<file path="config.mk">
export PLATFORM = sky130hd
export DESIGN_NAME = trap_ns_switch
export DESIGN_NICKNAME = d
export VERILOG_FILES = /design/src/rtl/nsx_pkg.sv /design/src/rtl/nsx_event_decode.sv /design/src/rtl/nsx_trap_store.sv /design/src/rtl/nsx_level_bank.sv /design/src/rtl/trap_ns_switch.sv
export SDC_FILE = /design/constraint.sdc
export NUM_CORES = 1
export LEC_CHECK = 0
export BUFFER_PORTS_ARGS = -buffer_cell sky130_fd_sc_hd__buf_2
export CORE_MARGIN = 4
export CORE_UTILIZATION = 35
export DETAILED_ROUTE_END_ITERATION = 7
export SLEW_MARGIN = 5
export SYNTH_ARGS = -nofsm -noshare
export SYNTH_HDL_FRONTEND = slang
export SYNTH_HIERARCHICAL = 1
export SYNTH_SLANG_ARGS = --single-unit
export TNS_END_PERCENT = 5
</file>
<file path="constraint.sdc">
create_clock -name clk -period 6.12 [get_ports clk]
set_input_delay 0 -clock clk [delete_from_list [all_inputs] [get_ports clk]]
set_output_delay 0 -clock clk [all_outputs]
set_load 0.005 [all_outputs]
</file>
<file path="src/rtl/nsx_pkg.sv">
package nsx_pkg;

  localparam int LVL_N = 3;

  typedef enum logic [1:0] {
    SEL_ACTIVE = 2'd0,
    SEL_TRAP   = 2'd1,
    SEL_LAST   = 2'd2,
    SEL_NONE   = 2'd3
  } csr_sel_e;

  // Level code 2 is unused; 0 user, 1 supervisor, 3 machine.
  function automatic logic lvl_valid(input logic [1:0] code);
    return code != 2'd2;
  endfunction

  function automatic logic [1:0] lvl_index(input logic [1:0] code);
    return (code == 2'd3) ? 2'd2 : code;
  endfunction

endpackage

</file>
<file path="src/rtl/nsx_event_decode.sv">
module nsx_event_decode
  import nsx_pkg::*;
(
  input  logic             clk,
  input  logic             rst_n,
  input  logic             enter_i,
  input  logic             exit_i,
  input  logic [1:0]       lvl_i,
  output logic [LVL_N-1:0] ent_vec_o,
  output logic [LVL_N-1:0] ext_vec_o,
  output logic             pc_ok_o
);

  logic       ev_valid;
  logic [1:0] ev_idx;
  logic       pc_ok_d;
  logic       pc_ok_q;

  assign ev_valid = lvl_valid(lvl_i);
  assign ev_idx   = lvl_index(lvl_i);

  for (genvar g = 0; g < LVL_N; g++) begin : g_lvl
    assign ent_vec_o[g] = enter_i && ev_valid && (ev_idx == g[1:0]);
    assign ext_vec_o[g] = exit_i && !enter_i && ev_valid && (ev_idx == g[1:0]);
  end

  always_comb begin
    pc_ok_d = (enter_i || exit_i) && ev_valid;
  end

  always_ff @(posedge clk or negedge rst_n) begin
    if (!rst_n) pc_ok_q <= 1'b0;
    else        pc_ok_q <= pc_ok_d;
  end

  assign pc_ok_o = pc_ok_q;

  // permission follows every accepted strobe by one cycle
  a_r6_pulse_after_event: assert property (@(posedge clk) disable iff (!rst_n)
    ((enter_i || exit_i) && lvl_i != 2'd2) |=> pc_ok_o);
  // no pulse without an accepted strobe
  a_r11_no_pulse_idle: assert property (@(posedge clk) disable iff (!rst_n)
    !((enter_i || exit_i) && lvl_i != 2'd2) |=> !pc_ok_o);
  // at most one event reaches the banks per cycle
  a_r10_single_event: assert property (@(posedge clk) disable iff (!rst_n)
    $onehot0(ent_vec_o | ext_vec_o) && ((ent_vec_o & ext_vec_o) == '0));

endmodule

</file>
<file path="src/rtl/nsx_trap_store.sv">
module nsx_trap_store #(
  parameter int NS_W     = 8,
  parameter int CAUSE_N  = 8,
  parameter bit VEC_MODE = 1'b1,
  localparam int CAUSE_W = (CAUSE_N > 1) ? $clog2(CAUSE_N) : 1
) (
  input  logic               clk,
  input  logic               rst_n,
  input  logic               wr_en_i,
  input  logic [CAUSE_W-1:0] wr_idx_i,
  input  logic [NS_W-1:0]    wr_data_i,
  input  logic [CAUSE_W-1:0] ev_idx_i,
  output logic [NS_W-1:0]    ev_ns_o,
  output logic [NS_W-1:0]    rd_ns_o
);

  if (VEC_MODE) begin : g_table
    logic [NS_W-1:0] tab_q [CAUSE_N];
    logic [NS_W-1:0] tab_d [CAUSE_N];

    always_comb begin
      for (int k = 0; k < CAUSE_N; k++) begin
        tab_d[k] = tab_q[k];
        if (wr_en_i && (int'(wr_idx_i) == k)) tab_d[k] = wr_data_i;
      end
    end

    always_ff @(posedge clk or negedge rst_n) begin
      if (!rst_n) begin
        for (int k = 0; k < CAUSE_N; k++) tab_q[k] <= '0;
      end else if (wr_en_i) begin
        for (int k = 0; k < CAUSE_N; k++) tab_q[k] <= tab_d[k];
      end
    end

    assign ev_ns_o = (int'(ev_idx_i) < CAUSE_N) ? tab_q[ev_idx_i] : '0;
    assign rd_ns_o = (int'(wr_idx_i) < CAUSE_N) ? tab_q[wr_idx_i] : '0;
  end else begin : g_single
    logic [NS_W-1:0] trap_q;
    logic            unused_idx;

    assign unused_idx = ^{wr_idx_i, ev_idx_i};

    always_ff @(posedge clk or negedge rst_n) begin
      if (!rst_n)       trap_q <= '0;
      else if (wr_en_i) trap_q <= wr_data_i;
    end

    assign ev_ns_o = trap_q;
    assign rd_ns_o = trap_q;
  end

endmodule

</file>
<file path="src/rtl/nsx_level_bank.sv">
module nsx_level_bank #(
  parameter int NS_W = 8
) (
  input  logic            clk,
  input  logic            rst_n,
  input  logic            enter_i,
  input  logic            exit_i,
  input  logic [NS_W-1:0] trap_ns_i,
  input  logic            we_active_i,
  input  logic            we_last_i,
  input  logic [NS_W-1:0] wdata_i,
  output logic [NS_W-1:0] active_o,
  output logic [NS_W-1:0] last_o
);

  logic [NS_W-1:0] active_q, active_d;
  logic [NS_W-1:0] last_q,   last_d;
  logic            upd_en;

  always_comb begin
    active_d = active_q;
    last_d   = last_q;
    if (enter_i) begin
      if (active_q != trap_ns_i) begin
        last_d   = active_q;
        active_d = trap_ns_i;
      end
    end else if (exit_i) begin
      if (last_q != trap_ns_i) begin
        active_d = last_q;
        last_d   = trap_ns_i;
      end
    end else begin
      if (we_active_i) active_d = wdata_i;
      if (we_last_i)   last_d   = wdata_i;
    end
  end

  assign upd_en = enter_i || exit_i || we_active_i || we_last_i;

  always_ff @(posedge clk or negedge rst_n) begin
    if (!rst_n) begin
      active_q <= '0;
      last_q   <= '0;
    end else if (upd_en) begin
      active_q <= active_d;
      last_q   <= last_d;
    end
  end

  assign active_o = active_q;
  assign last_o   = last_q;


  a_r2_entry_swap: assert property (@(posedge clk) disable iff (!rst_n)
    (enter_i && active_o != trap_ns_i) |=>
      (active_o == $past(trap_ns_i)) && (last_o == $past(active_o)));

  a_r3_entry_hold: assert property (@(posedge clk) disable iff (!rst_n)
    (enter_i && active_o == trap_ns_i) |=> $stable(active_o) && $stable(last_o));

  a_r4_exit_restore: assert property (@(posedge clk) disable iff (!rst_n)
    (!enter_i && exit_i && last_o != trap_ns_i) |=>
      (active_o == $past(last_o)) && (last_o == $past(trap_ns_i)));

  a_r5_exit_hold: assert property (@(posedge clk) disable iff (!rst_n)
    (!enter_i && exit_i && last_o == trap_ns_i) |=> $stable(active_o) && $stable(last_o));
  // idle level without writes keeps its state
  a_r8_idle_stable: assert property (@(posedge clk) disable iff (!rst_n)
    (!enter_i && !exit_i && !we_active_i && !we_last_i) |=> $stable(active_o) && $stable(last_o));

endmodule

</file>
<file path="src/rtl/trap_ns_switch.sv">
module trap_ns_switch
  import nsx_pkg::*;
#(
  parameter int NS_W     = 8,
  parameter int CAUSE_N  = 8,
  parameter bit VEC_MODE = 1'b1,
  localparam int CAUSE_W = (CAUSE_N > 1) ? $clog2(CAUSE_N) : 1
) (
  input  logic                    clk,
  input  logic                    rst_n,
  input  logic                    trap_enter_i,
  input  logic                    trap_exit_i,
  input  logic [1:0]              trap_lvl_i,
  input  logic [CAUSE_W-1:0]      trap_cause_i,
  input  logic                    csr_we_i,
  input  logic [1:0]              csr_lvl_i,
  input  logic [1:0]              csr_sel_i,
  input  logic [CAUSE_W-1:0]      csr_idx_i,
  input  logic [NS_W-1:0]         csr_wdata_i,
  output logic [NS_W-1:0]         csr_rdata_o,
  output logic [LVL_N*NS_W-1:0]   active_ns_o,
  output logic                    pc_update_ok_o
);

  logic [LVL_N-1:0] ent_vec, ext_vec;
  logic [NS_W-1:0]  act_w [LVL_N];
  logic [NS_W-1:0]  lst_w [LVL_N];
  logic [NS_W-1:0]  trp_ev_w [LVL_N];
  logic [NS_W-1:0]  trp_rd_w [LVL_N];
  logic             csr_lvl_ok;
  logic [1:0]       csr_lvl_idx;
  csr_sel_e         sel;

  assign csr_lvl_ok  = lvl_valid(csr_lvl_i);
  assign csr_lvl_idx = lvl_index(csr_lvl_i);
  assign sel         = csr_sel_e'(csr_sel_i);

  nsx_event_decode u_dec (
    .clk       (clk),
    .rst_n     (rst_n),
    .enter_i   (trap_enter_i),
    .exit_i    (trap_exit_i),
    .lvl_i     (trap_lvl_i),
    .ent_vec_o (ent_vec),
    .ext_vec_o (ext_vec),
    .pc_ok_o   (pc_update_ok_o)
  );

  for (genvar g = 0; g < LVL_N; g++) begin : g_lvl
    logic hit;
    assign hit = csr_we_i && csr_lvl_ok && (csr_lvl_idx == g[1:0]);

    nsx_trap_store #(
      .NS_W     (NS_W),
      .CAUSE_N  (CAUSE_N),
      .VEC_MODE (VEC_MODE)
    ) u_store (
      .clk       (clk),
      .rst_n     (rst_n),
      .wr_en_i   (hit && sel == SEL_TRAP),
      .wr_idx_i  (csr_idx_i),
      .wr_data_i (csr_wdata_i),
      .ev_idx_i  (trap_cause_i),
      .ev_ns_o   (trp_ev_w[g]),
      .rd_ns_o   (trp_rd_w[g])
    );

    nsx_level_bank #(
      .NS_W (NS_W)
    ) u_bank (
      .clk         (clk),
      .rst_n       (rst_n),
      .enter_i     (ent_vec[g]),
      .exit_i      (ext_vec[g]),
      .trap_ns_i   (trp_ev_w[g]),
      .we_active_i (hit && sel == SEL_ACTIVE),
      .we_last_i   (hit && sel == SEL_LAST),
      .wdata_i     (csr_wdata_i),
      .active_o    (act_w[g]),
      .last_o      (lst_w[g])
    );

    assign active_ns_o[g*NS_W +: NS_W] = act_w[g];
  end

  always_comb begin
    csr_rdata_o = '0;
    if (csr_lvl_ok) begin
      for (int k = 0; k < LVL_N; k++) begin
        if (csr_lvl_idx == k[1:0]) begin
          case (sel)
            SEL_ACTIVE: csr_rdata_o = act_w[k];
            SEL_TRAP:   csr_rdata_o = trp_rd_w[k];
            SEL_LAST:   csr_rdata_o = lst_w[k];
            default:    csr_rdata_o = '0;
          endcase
        end
      end
    end
  end

  // the namespace has moved when the permission is raised
  a_r6_ns_before_pc: assert property (@(posedge clk) disable iff (!rst_n)
    (trap_enter_i && trap_lvl_i == 2'd0 && act_w[0] != trp_ev_w[0]) |=>
      (pc_update_ok_o && active_ns_o[NS_W-1:0] == $past(trp_ev_w[0])));
  // invalid level leaves all active namespaces unchanged
  a_r11_invalid_level: assert property (@(posedge clk) disable iff (!rst_n)
    (trap_lvl_i == 2'd2 && !(csr_we_i && csr_lvl_ok)) |=> $stable(active_ns_o));

endmodule

</file>
# Word-level counts from Yosys, hierarchy flattened
# Cells that the tools add are included.
[op_classes]
magnitude_cmp = 2
n_eq_ne = 29
muxes = 57
n_bitwise = 2
reduce_logical = 98
[op_table]
columns = ["cell", "n"]
rows = [
  ["8-bit 2-to-1 mux", 46],
  ["8-bit binary-select mux with 3-bit select", 6],
  ["8-bit case mux with 3 select lines", 3],
  ["8-bit != test", 6],
  ["2-bit AND reduction", 24],
  ["1-bit logical AND", 47],
  ["4-bit AND reduction", 6],
  ["3-bit nonzero test", 6],
  ["3-bit equality test, second input constant", 4],
  ["2-bit equality test, second input constant", 5],
  ["1-bit logical OR", 10],
  ["2-bit != test, second input constant", 5],
  ["3-bit by 2-bit != test with 1-bit output, second input constant", 3],
  ["4-bit >= comparator, second input constant", 2],
  ["3-bit NOT with 4-bit output", 2],
  ["2-bit by 1-bit equality test with 1-bit output, second input constant", 3],
  ["3-bit by 2-bit equality test with 1-bit output, second input constant", 2],
  ["2-bit zero test", 3],
  ["2-bit 2-to-1 mux", 2],
  ["3-bit by 1-bit equality test with 1-bit output, second input constant", 1],
  ["3-bit zero test", 1],
  ["1-bit zero test", 1],
]
[totals]
reg_bits = 241
inputBits = 25
wordCells = 219

# Longest topological paths before layout
[logic_depth]
ltp_word = 9
ltp_mapped = 9
depth_no_buf = 7

# By module
# Netlist, hierarchy kept.
[modules_own_cells]
columns = ["mod", "instances", "cells_each", "area_each_um2", "seq_area_each_um2"]
rows = [
  ["nsx_trap_store", 3, 200, 3547.2, 1601.5],
  ["nsx_level_bank", 3, 120, 1206.2, 400.4],
  ["trap_ns_switch", 1, 117, 782.0, 0.0],
  ["nsx_event_decode", 1, 12, 100.1, 25.0],
]

# Least setup slack after synthesis
# No wires, ideal clock.
[synth_path]
path_type = "register to register"
start = "reg g_lvl[0].u_store/g_table.tab_q[43] (netlist name)"
end = "reg g_lvl[0].u_bank.active_q[0]"
setup_time_ps = 125
arrival_time_ps = 2325
setup_slack_ps = 3670
stages_incl_launch_ff = 8
path_buffers = 0
synth_period_minus_slack_ps = 2450
path_cell_list = "dfrtp_1 > mux4_1 > mux2_2 > xor2_1 > nor4_2 > nand4_2 > o311ai_4 > mux2_4"
[synth_rtl]
columns = ["element", "line", "rtl"]
rows = [
  ["start, declared", "nsx_trap_store.sv:18", "logic [NS_W-1:0] tab_q [CAUSE_N];"],
  ["end signal, assigned", "nsx_level_bank.sv:46", "active_q <= active_d;"],
  ["end, declared", "nsx_level_bank.sv:16", "logic [NS_W-1:0] active_q, active_d;"],
]

==> flow_metrics.env <==
export IMPL_cp_required_ns=6.12
export IMPL_yosysWarnings=6
export IMPL_die_area_mm2=0.04665
export IMPL_htreeDepth=1
export IMPL_grt_pass1_vias=9901
export IMPL_vias_per_cell=5.604
export IMPL_timing_slew_headroom_pct=28.59
export IMPL_rsz0062_at_grt="false"
export IMPL_die_w_um=216.0
export IMPL_status="complete, no violations"
export IMPL_endpoint="csr_rdata_o[6]"
export IMPL_hold_viol=0
export IMPL_dpl_cell_count=1660
export IMPL_synth_avg_cell_area_um2=13.90
export IMPL_startpoint="csr_idx_i[0]"
export IMPL_ys_flop_type="dfrtp_1"
export IMPL_drv_cap=0
export IMPL_synthesis_area_mm2=0.01514
export IMPL_cts_tree="built"
export IMPL_drv_slew=0
export IMPL_grt_usage_pct=17.05
export IMPL_hold_start="csr_wdata_i[7]"
export IMPL_synth_top_cell_area_share_pct=39.83
export IMPL_ys_ff_latch=241
export IMPL_clkSinkCount=241
export IMPL_reg2reg_from="g_lvl[2].u_store/g_table.tab_q[35]"
export IMPL_crit_path_start_kind="input port"
export IMPL_antenna_found_initial=1
export IMPL_vias=9594
export IMPL_ys_types=47
export IMPL_placementRows=75
export IMPL_worstReg2RegEnd="g_lvl[2].u_bank/last_o[7]"
export IMPL_port_buffers=57
export IMPL_cp_arrival_ns=3.05
export IMPL_gr_total_overflow=0
export IMPL_tightest_slew_ns=1.071
export IMPL_fin_cells=1712
export IMPL_path_clk_slew_ns=0.06
export IMPL_cts_root_buf="clkbuf_16"
export IMPL_initialDrtViolationCount=594
export IMPL_insertion_delay_ns=0.56
export IMPL_critPathKind="in -> out"
export IMPL_grt_pass1_wl_um=62560
export IMPL_yosys_top_cells_count="241 x dfrtp_1, 234 x mux2_2, 72 x mux4_1"
export IMPL_slowest_stage="buf_4"
export IMPL_final_util_pct=39.51
export IMPL_skew_ns=0.03025
export IMPL_post_route_period_util_pct=49.92
export IMPL_drive_gt1_share_pct=41.98
export IMPL_n_fill_cell=3918
export IMPL_synthCells=1089
export IMPL_postSynthNetCount=1114
export IMPL_die_height_um=216.0
export IMPL_async_flop_share_pct=100.0
export IMPL_antenna_left=0
export IMPL_setup_tns_ns=0
export IMPL_grt_max_degree=114
export IMPL_cts_resized=0
export IMPL_avgRoutedWirePerCell_um=23.33
export IMPL_synthTopCellsByArea="dfrtp_1 40%, mux2_2 17%, mux4_1 12%"
export IMPL_dpl_hpwl_um=26350
export IMPL_reg2reg_depth=7
export IMPL_end_kind="output port"
export IMPL_leakage_nw=7.959
export IMPL_path_common_cell="buf_4"
export IMPL_cts_buffers=27
export IMPL_drc=0
export IMPL_synth_largest_area_cell="dfrtp_1"
export IMPL_seq_area_frac_synth_pct=39.83
export IMPL_p_per_area_mw_per_mm2=269.5
export IMPL_area_growth_pct=10.42
export IMPL_irDropWorstVdd_uv=185.6
export IMPL_crit_fanout=46
export IMPL_yosysMostFrequentCell="dfrtp_1"
export IMPL_dr_pass1_iters=5
export IMPL_period_minus_slack_ns=3.055
export IMPL_clockBufferDepth=3
export IMPL_cp_cell_sequence="buf_4 -> buf_4 -> mux4_1 -> mux2_2 -> mux2i_1 -> nor2_1 -> a211oi_1 -> and4b_1 -> buf_2"
export IMPL_drt_wl_total_um=39940
export IMPL_synth_edf_count=0
export IMPL_io_pins=58
export IMPL_gp_congestion=0.8569
export IMPL_layout_nets=1141
export IMPL_core_mm2=0.04232
export IMPL_start_util_pct=35.78
export IMPL_finalSetupViolations=0
export IMPL_hold_class="in -> reg"
export IMPL_critPathMaxStageDelay_ns=0.69
export IMPL_reg2reg_slack_ns=3.44
export IMPL_fmax_ghz=0.3273
metal layers:
metal,GRT usage [%],routed length [um]
met3,2.560,2031
met2,27.75,18770
met1,24.32,18420
met4,3.712,718
met5,0,0
worst min-delay path by stage:
stage	slack, ns	to	cells past startpoint
4_1_cts	0.05	g_lvl[1].u_store/g_table.tab_q[38]	2
3_5_place_dp	0.16	g_lvl[0].u_store/g_table.tab_q[58]	1
5_1_grt	0.09	g_lvl[0].u_store/g_table.tab_q[22]	2
6_report	0.08	g_lvl[1].u_store/g_table.tab_q[7]	2
2_1_floorplan	-0.30	g_lvl[0].u_bank/active_o[0]	0
3_3_place_gp	0.15	g_lvl[0].u_store/g_table.tab_q[58]	1
per-stage QoR:
step | area [um^2] | power, mW | worst slack, ns | hold slack (ns)
final | 16720 | 4.507 | 3.065 | 0.07963
after global routing | 16720 | 4.711 | 2.939 | 0.08630
after CTS | 16720 | 4.559 | 3.083 | 0.05483
after detailed placement | 15800 | 2.913 | 2.540 | 0.1604
after global placement | 15800 | 2.896 | 2.635 | 0.1508
after floorplan | 15140 | 2.593 | 3.670 | -0.2956
what timing repair did:
action / CTS / global route
endpoints found under the setup margin: 0 / 0
hold endpoints to repair: 112 / 0
buffers inserted: 0 / 0
hold buffers: 4 / 0
where the power goes:
part	internal (mW)	switching [mW]	leakage [nW]
Combinational	0.477	0.411	4.33
Clock	0.953	0.669	0.425
Sequential	1.78	0.218	3.21
Total	3.21	1.30	7.96
placed cells by master (no fill, tap or decap), types with 4 or more instances in the layout:
cell type and n:
mux2_4 48, nor2_1 21, buf_2 55, dfrtp_1 241, a221oi_1 5, xor2_1 45, mux4_2 24, nor4_2 6
clkbuf_8 5, mux2_1 7, inv_1 8, dlygate4sd3_1 4, nand4_2 6, nor2b_1 27, nor3_2 4, mux2i_1 23
nand2_1 60, buf_4 19, clkbuf_16 27, and4bb_2 6, clkbuf_1 6, o21ai_0 48, mux2_2 234, a21oi_1 62
o221ai_1 6, nand4b_2 9, mux4_1 72, o311ai_4 6, nor3_1 7
flip-flops by register name (all words and copies together), names as in the netlist:
register                     flops
u_dec/pc_ok_o                    1
g_lvl.u_bank/active_o           24
g_lvl.u_bank/last_o             24
g_lvl.u_store/g_table.tab_q    192
layout make-up:
class / instances / area (um^2) / share of cell area (%)
Timing Repair Buffer: 79 / 473.0 / 2.829
Sequential cell: 241 / 6031 / 36.07
Multi-Input combinational cell: 759 / 8587 / 51.36
Inverter: 8 / 30.03 / 0.1796
Antenna cell: 1 / 2.502 / 0.01497
Clock buffer: 38 / 767.0 / 4.587
Clock inverter: 9 / 107.6 / 0.6436
Tap cell: 577 / 721.9 / 4.318
cells by family after synthesis:
kind of cell,Yosys count,share of synthesized area [%]
buf+inv,89,3.752
flops,241,39.83
mux,408,40.27
xor+xnor,48,2.776
simple gates,168,7.519
compound gates,135,5.859
worst max-delay path, delay by kind of cell:
kind                   cells  cell delay [ns]
muxes                      3             1.12
buffers and inverters      3             1.22
AOI/OAI and AO/OA          1             0.31
and+or+nand+nor            2             0.33
Note: power is estimated with default switching activity, not from simulation.
